**config.mk**
```make
export PLATFORM = sky130hd
export DESIGN_NAME = vid_slot_seq
export DESIGN_NICKNAME = d
export VERILOG_FILES = /design/src/rtl/vss_pkg.sv /design/src/rtl/vss_slot_ctrl.sv /design/src/rtl/vss_addr_mux.sv /design/src/rtl/vss_shifter.sv /design/src/rtl/vid_slot_seq.sv
export SDC_FILE = /design/constraint.sdc
export NUM_CORES = 1
export LEC_CHECK = 0
export BUFFER_PORTS_ARGS = -buffer_cell sky130_fd_sc_hd__buf_4
export CAP_MARGIN = 30
export CORE_MARGIN = 1
export CORE_UTILIZATION = 55
export DETAILED_ROUTE_END_ITERATION = 8
export PLACE_DENSITY = 0.76
export RECOVER_POWER = 25
export SLEW_MARGIN = 20
export SYNTH_ARGS = -nofsm -noshare
export SYNTH_HDL_FRONTEND = slang
export SYNTH_SLANG_ARGS = --single-unit
```
**constraint.sdc**
```tcl
create_clock -name clk_i -period 5.3 [get_ports clk_i]
set_input_delay 0.265 -clock clk_i [delete_from_list [all_inputs] [get_ports clk_i]]
set_output_delay 0.265 -clock clk_i [all_outputs]
set_load 0.02 [all_outputs]
```
**src/rtl/vss_pkg.sv**
```systemverilog
`timescale 1ns/1ps
package vss_pkg;
  typedef enum logic [1:0] {
    OWN_CPU = 2'b00,
    OWN_FB  = 2'b01,
    OWN_PAT = 2'b10
  } owner_e;
endpackage

```
**src/rtl/vss_slot_ctrl.sv**
```systemverilog
`timescale 1ns/1ps
module vss_slot_ctrl #(
  parameter int CELL_W = 3
) (
  input  logic       clk_i,
  input  logic       rst_ni,
  output logic [1:0] owner_o,
  output logic       fb_slot_o,
  output logic       pat_slot_o,
  output logic       load_o
);
  import vss_pkg::*;

  localparam logic [CELL_W-1:0] TICK_FB   = '0;
  localparam logic [CELL_W-1:0] TICK_ONE  = {{(CELL_W-1){1'b0}}, 1'b1};
  localparam logic [CELL_W-1:0] TICK_PAT  = TICK_ONE;
  localparam logic [CELL_W-1:0] TICK_LAST = '1;

  logic [CELL_W-1:0] tick_q;
  owner_e            owner;

  always_ff @(posedge clk_i or negedge rst_ni) begin
    if (!rst_ni) tick_q <= '0;
    else         tick_q <= tick_q + TICK_ONE;
  end

  always_comb begin
    fb_slot_o  = (tick_q == TICK_FB);
    pat_slot_o = (tick_q == TICK_PAT);
    load_o     = (tick_q == TICK_LAST);
    if (fb_slot_o)       owner = OWN_FB;
    else if (pat_slot_o) owner = OWN_PAT;
    else                 owner = OWN_CPU;
  end

  assign owner_o = owner;

  assert_owner_onehot_R2: assert property (@(posedge clk_i) disable iff (!rst_ni)
    $onehot0(owner_o));
  assert_fb_then_pat_R2: assert property (@(posedge clk_i) disable iff (!rst_ni)
    owner_o == 2'b01 |=> owner_o == 2'b10);
  assert_pat_then_cpu_R2: assert property (@(posedge clk_i) disable iff (!rst_ni)
    owner_o == 2'b10 |=> owner_o == 2'b00);
  assert_load_before_fb_R7: assert property (@(posedge clk_i) disable iff (!rst_ni)
    load_o |=> owner_o == 2'b01);
  assert_load_not_in_slot_R7: assert property (@(posedge clk_i) disable iff (!rst_ni)
    load_o |-> owner_o == 2'b00);
endmodule

```
**src/rtl/vss_addr_mux.sv**
```systemverilog
`timescale 1ns/1ps
module vss_addr_mux #(
  parameter int ADDR_W = 16,
  parameter int DATA_W = 8,
  parameter int IDX_W  = 12
) (
  input  logic              clk_i,
  input  logic              rst_ni,
  input  logic              fb_slot_i,
  input  logic              pat_slot_i,
  input  logic              cfg_we_i,
  input  logic              cfg_sel_i,
  input  logic [ADDR_W-1:0] cfg_wdata_i,
  input  logic [IDX_W-1:0]  char_idx_i,
  input  logic [ADDR_W-1:0] cpu_addr_i,
  input  logic [DATA_W-1:0] mem_rdata_i,
  output logic [ADDR_W-1:0] mem_addr_o
);
  localparam int IDX_PAD  = ADDR_W - IDX_W;
  localparam int CODE_PAD = ADDR_W - DATA_W;

  logic [ADDR_W-1:0] fb_base_q, pat_base_q;
  logic [DATA_W-1:0] code_q;
  logic [ADDR_W-1:0] fb_addr, pat_addr;

  always_ff @(posedge clk_i or negedge rst_ni) begin
    if (!rst_ni) begin
      fb_base_q  <= '0;
      pat_base_q <= '0;
    end else if (cfg_we_i) begin
      if (cfg_sel_i) pat_base_q <= cfg_wdata_i;
      else           fb_base_q  <= cfg_wdata_i;
    end
  end

  // character code latched from the framebuffer slot
  always_ff @(posedge clk_i or negedge rst_ni) begin
    if (!rst_ni)        code_q <= '0;
    else if (fb_slot_i) code_q <= mem_rdata_i;
  end

  always_comb begin
    fb_addr  = fb_base_q + {{IDX_PAD{1'b0}}, char_idx_i};
    pat_addr = pat_base_q + {{CODE_PAD{1'b0}}, code_q};
    if (fb_slot_i)       mem_addr_o = fb_addr;
    else if (pat_slot_i) mem_addr_o = pat_addr;
    else                 mem_addr_o = cpu_addr_i;
  end

  assert_fb_base_write_R6: assert property (@(posedge clk_i) disable iff (!rst_ni)
    cfg_we_i && !cfg_sel_i |=> fb_base_q == $past(cfg_wdata_i));
  assert_pat_base_write_R6: assert property (@(posedge clk_i) disable iff (!rst_ni)
    cfg_we_i && cfg_sel_i |=> pat_base_q == $past(cfg_wdata_i));
  assert_code_held_R5: assert property (@(posedge clk_i) disable iff (!rst_ni)
    !fb_slot_i |=> $stable(code_q));
  assert_slots_exclusive_R2: assert property (@(posedge clk_i) disable iff (!rst_ni)
    !(fb_slot_i && pat_slot_i));
endmodule

```
**src/rtl/vss_shifter.sv**
```systemverilog
`timescale 1ns/1ps
module vss_shifter #(
  parameter int DATA_W = 8
) (
  input  logic              clk_i,
  input  logic              rst_ni,
  input  logic              pat_slot_i,
  input  logic              load_i,
  input  logic              active_i,
  input  logic [DATA_W-1:0] mem_rdata_i,
  output logic              pix_o
);
  logic [DATA_W-1:0] pat_q, sh_q;

  // blanked cells yield a zero row
  always_ff @(posedge clk_i or negedge rst_ni) begin
    if (!rst_ni)         pat_q <= '0;
    else if (pat_slot_i) pat_q <= active_i ? mem_rdata_i : '0;
  end

  always_ff @(posedge clk_i or negedge rst_ni) begin
    if (!rst_ni)      sh_q <= '0;
    else if (load_i)  sh_q <= pat_q;
    else              sh_q <= {sh_q[DATA_W-2:0], 1'b0};
  end

  assign pix_o = sh_q[DATA_W-1];

  assert_load_takes_pattern_R8: assert property (@(posedge clk_i) disable iff (!rst_ni)
    load_i |=> sh_q == $past(pat_q));
  assert_blank_zero_R9: assert property (@(posedge clk_i) disable iff (!rst_ni)
    pat_slot_i && !active_i |=> pat_q == '0);
  assert_pattern_held_R10: assert property (@(posedge clk_i) disable iff (!rst_ni)
    !pat_slot_i |=> $stable(pat_q));
endmodule

```
**src/rtl/vid_slot_seq.sv**
```systemverilog
`timescale 1ns/1ps
module vid_slot_seq #(
  parameter int ADDR_W = 16,
  parameter int DATA_W = 8,
  parameter int IDX_W  = 12
) (
  input  logic              clk_i,
  input  logic              rst_ni,
  input  logic              active_i,
  input  logic [IDX_W-1:0]  char_idx_i,
  input  logic [ADDR_W-1:0] cpu_addr_i,
  input  logic              cfg_we_i,
  input  logic              cfg_sel_i,
  input  logic [ADDR_W-1:0] cfg_wdata_i,
  input  logic [DATA_W-1:0] mem_rdata_i,
  output logic [ADDR_W-1:0] mem_addr_o,
  output logic [1:0]        owner_o,
  output logic              load_o,
  output logic              pix_o
);
  // one tick per pixel, so the cell spans DATA_W ticks
  localparam int CELL_W = $clog2(DATA_W);

  logic fb_slot, pat_slot;

  vss_slot_ctrl #(.CELL_W(CELL_W)) u_ctrl (
    .clk_i      (clk_i),
    .rst_ni     (rst_ni),
    .owner_o    (owner_o),
    .fb_slot_o  (fb_slot),
    .pat_slot_o (pat_slot),
    .load_o     (load_o)
  );

  vss_addr_mux #(.ADDR_W(ADDR_W), .DATA_W(DATA_W), .IDX_W(IDX_W)) u_mux (
    .clk_i       (clk_i),
    .rst_ni      (rst_ni),
    .fb_slot_i   (fb_slot),
    .pat_slot_i  (pat_slot),
    .cfg_we_i    (cfg_we_i),
    .cfg_sel_i   (cfg_sel_i),
    .cfg_wdata_i (cfg_wdata_i),
    .char_idx_i  (char_idx_i),
    .cpu_addr_i  (cpu_addr_i),
    .mem_rdata_i (mem_rdata_i),
    .mem_addr_o  (mem_addr_o)
  );

  vss_shifter #(.DATA_W(DATA_W)) u_shift (
    .clk_i       (clk_i),
    .rst_ni      (rst_ni),
    .pat_slot_i  (pat_slot),
    .load_i      (load_o),
    .active_i    (active_i),
    .mem_rdata_i (mem_rdata_i),
    .pix_o       (pix_o)
  );

  assert_cpu_passthrough_R3: assert property (@(posedge clk_i) disable iff (!rst_ni)
    owner_o == 2'b00 |-> mem_addr_o == cpu_addr_i);
endmodule

```
==> metrics.txt <==
run status=complete, but fails checks; failing checks=DRC, capacitance limit, slew limit; final cycle utilization of the critical path=0.650; clk buf depth=2; DRC=8; Slew @ Worst Pin=3.24 ns; Worst Setup Start Kind=flop; Synth cell types=59; asr flop ratio synth=1.00; worst IR drop on VDD=222 uV; Iter 0 DRT Violations=188; logic gate share of total power=0.333; Worst-path clk slew=0.08 ns; Vias=3145; largest net degree at the start of global routing=60; CTS root buffer=clkbuf_8; worst skew pair latency=0.36 ns; GPL Wtd Cong=0.859; sequential-to-total area share from yosys stat=0.400; top cell type's share of synthesized area=0.400; post-route ant nets=0; die height=83.9 um; Setup TNS Final=0 ns; synthesized area=3690 sq um; initial core utilization=0.575; antenna violations before repair=0; Final nets=529; vias in the first global route=3199; IO Pins=77; first-pass GRT wire length=15400 um; Hold Buf Count CTS=0; Filler Cell Count=524; P_leak=2.15 nW; EDFF count, synth=0; switching share of power=0.330; # rows=29; Psw=0.000500 W; final hold viol count=0; pwr/cell area=333 nW/um^2; total power=0.00151 W; Synth Register Bits=59; Primary FF master, synth=dfrtp_1; WS Path Type=flop to output port; post-CTS setup buffers=0; Max Slew Vio Count=60; total track usage=0.281; placed wire-length estimate=6470 um; Post-Syn Nets=457; Setup Viol. Count Final=0; Max Cap Viol=1; CTS tree=done; relative slew slack=-1.16; Clk pwr share=0.312; synth cell count leaders=59 x dfrtp_1, 58 x nand2_1, 39 x mux2_2, 24 x ha_1, 19 x a21oi_1; Peak Freq=0.290 GHz; CTS sink count=59; # H-tree levels=3; cells after synthesis=374; most numerous cell in the Yosys netlist=dfrtp_1; number of buffers created by CTS=9; critical path data arrival time=3.18 ns; drt wl/cell=17.0 um; HP Class=input pin to flop; sequential share of power=0.355; sequential cell area=1480 sq um; synth warn=0; # diodes=0; fin crit period=3.45 ns; multi-input logic area=2120 sq um; Initial DRT Pass Iterations=8; vias per cell=5.96; Die Wd=83.9 um; syn_area_per_cell=9.87 sq um; Area Growth Syn to Fin=23.0%; P_int=0.00101 W; Die ar.=7050 sq um; Req. time, crit path=5.04 ns; synth top area cells=dfrtp_1 40%, mux2_2 12%, ha_1 8.1%; RSZ-0062 raised after global routing=false; layout cells sized above 1=0.313; Post-Route WL=9000 um; CP Max Fanout=29; post-cts repair resize count=0; GRT overflow=0; IO buf count=76; Crit. End Element=output port; Synth area leader=dfrtp_1; core area=6420 sq um; skew final=0.00757 ns
[critical path, stage by stage, from the launching register on]
cell and delay [ns]:
dfrtp_1 0.38, inv_1 0.07, ha_1 0.21, nand2b_2 0.40
clkinv_1 0.78, and3_1 0.44, a211oi_1 0.21, o31ai_1 0.14
buf_4 0.19
[layout make-up]
type	instances	area share
Clock buffer	11	0.0311
Inverter	7	0.00579
Multi-Input combinational cell	290	0.466
Tap cell	77	0.0212
Sequential cell	59	0.325
Timing Repair Buffer	79	0.131
Clock inverter	5	0.0190
[cells by family after synthesis]
family	Yosys count	share of synthesized area
xor gates and xnor gates	22	0.0522
AOI/OAI and AO/OA	83	0.153
and+or+nand+nor	118	0.151
adders and majority gates	26	0.0922
buffers and inverters	25	0.0271
DFF	59	0.400
muxes	41	0.124
[through the flow]
step | worst slack, ns | instances | hold slack [ns] | instance area, sq um | util
after floorplan | 2.73 | 374 | -0.0306 | 3690 | -
after detailed placement | 1.77 | 511 | 0.388 | 4300 | 0.670
after global placement | 1.93 | 511 | 0.377 | 4300 | 0.670
final | 1.85 | 528 | 0.108 | 4540 | 0.707
after CTS | 1.37 | 527 | 0.0112 | 4530 | 0.705
after global routing | 1.51 | 528 | 0.112 | 4540 | 0.707
[power groups by stage]
stage / clock (W) / sequential, W / combinational [W]
floorplan: 0 / 0.000527 / 0.000343
global placement: 0 / 0.000542 / 0.000491
detailed placement: 0 / 0.000544 / 0.000497
CTS: 0.000478 / 0.000536 / 0.000502
global route: 0.000501 / 0.000543 / 0.000551
finish: 0.000473 / 0.000537 / 0.000504
[routing by layer]
layer | global-route usage | wire (um) | vias to the layer above
met3 | 0.0593 | 497 | 22
met1 | 0.373 | 3960 | 1497
met4 | 0.103 | 236 | 0
met5 | 0 | 0 | -
met2 | 0.453 | 4300 | 113
li1 | - | - | 1513
[path summary, 6_finish.rpt]
path	start	to	slack (ns)	cells past startpoint
worst max-delay path	u_ctrl.tick_q[0]$_DFF_PN0_	mem_addr_o[7]	1.85	8
worst min-delay path	mem_rdata_i[5]	u_mux.code_q[5]$_DFFE_PN0P_	0.11	3
worst max register to register	u_ctrl.tick_q[0]$_DFF_PN0_	u_mux.code_q[2]$_DFFE_PN0P_	2.99	6
worst min register to register	u_shift.pat_q[0]$_DFFE_PN0P_	u_shift.pat_q[0]$_DFFE_PN0P_	0.47	2
max in group asynchronous	rst_ni	u_mux.fb_base_q[5]$_DFFE_PN0P_	2.49	1
min in group asynchronous	rst_ni	u_shift.sh_q[0]$_DFF_PN0_	0.98	1
[sequential cells by signal (all words and copies together), names as in the netlist]
signal,cells
u_shift.sh_q,8
u_mux.pat_base_q,16
u_mux.fb_base_q,16
u_shift.pat_q,8
u_mux.code_q,8
u_ctrl.tick_q,3
[cells in the final DEF (no fill, tap or decap), types with 2 or more instances in the layout]
master and count:
o211ai_1 5, mux2i_1 2, and2_1 3, and4_1 2
xor2_1 8, nor3_1 3, dfrtp_1 59, a21oi_1 19
or2_2 2, nor2_1 14, nor2b_1 2, o2111ai_1 2
clkinv_4 3, o21bai_1 3, a21o_1 8, fa_1 2
buf_4 77, mux2_2 39, ha_1 24, a31oi_1 6
a211oi_1 7, nand4_1 4, bufinv_16 2, o22ai_1 3
xnor2_1 14, nand2_1 58, nand2b_1 2, clkbuf_1 2
or4_1 2, o21ai_0 11, o31ai_1 2, inv_1 6
nand3_1 14, and3_1 5, clkbuf_8 10
Note: power is estimated with default switching activity, not from simulation.
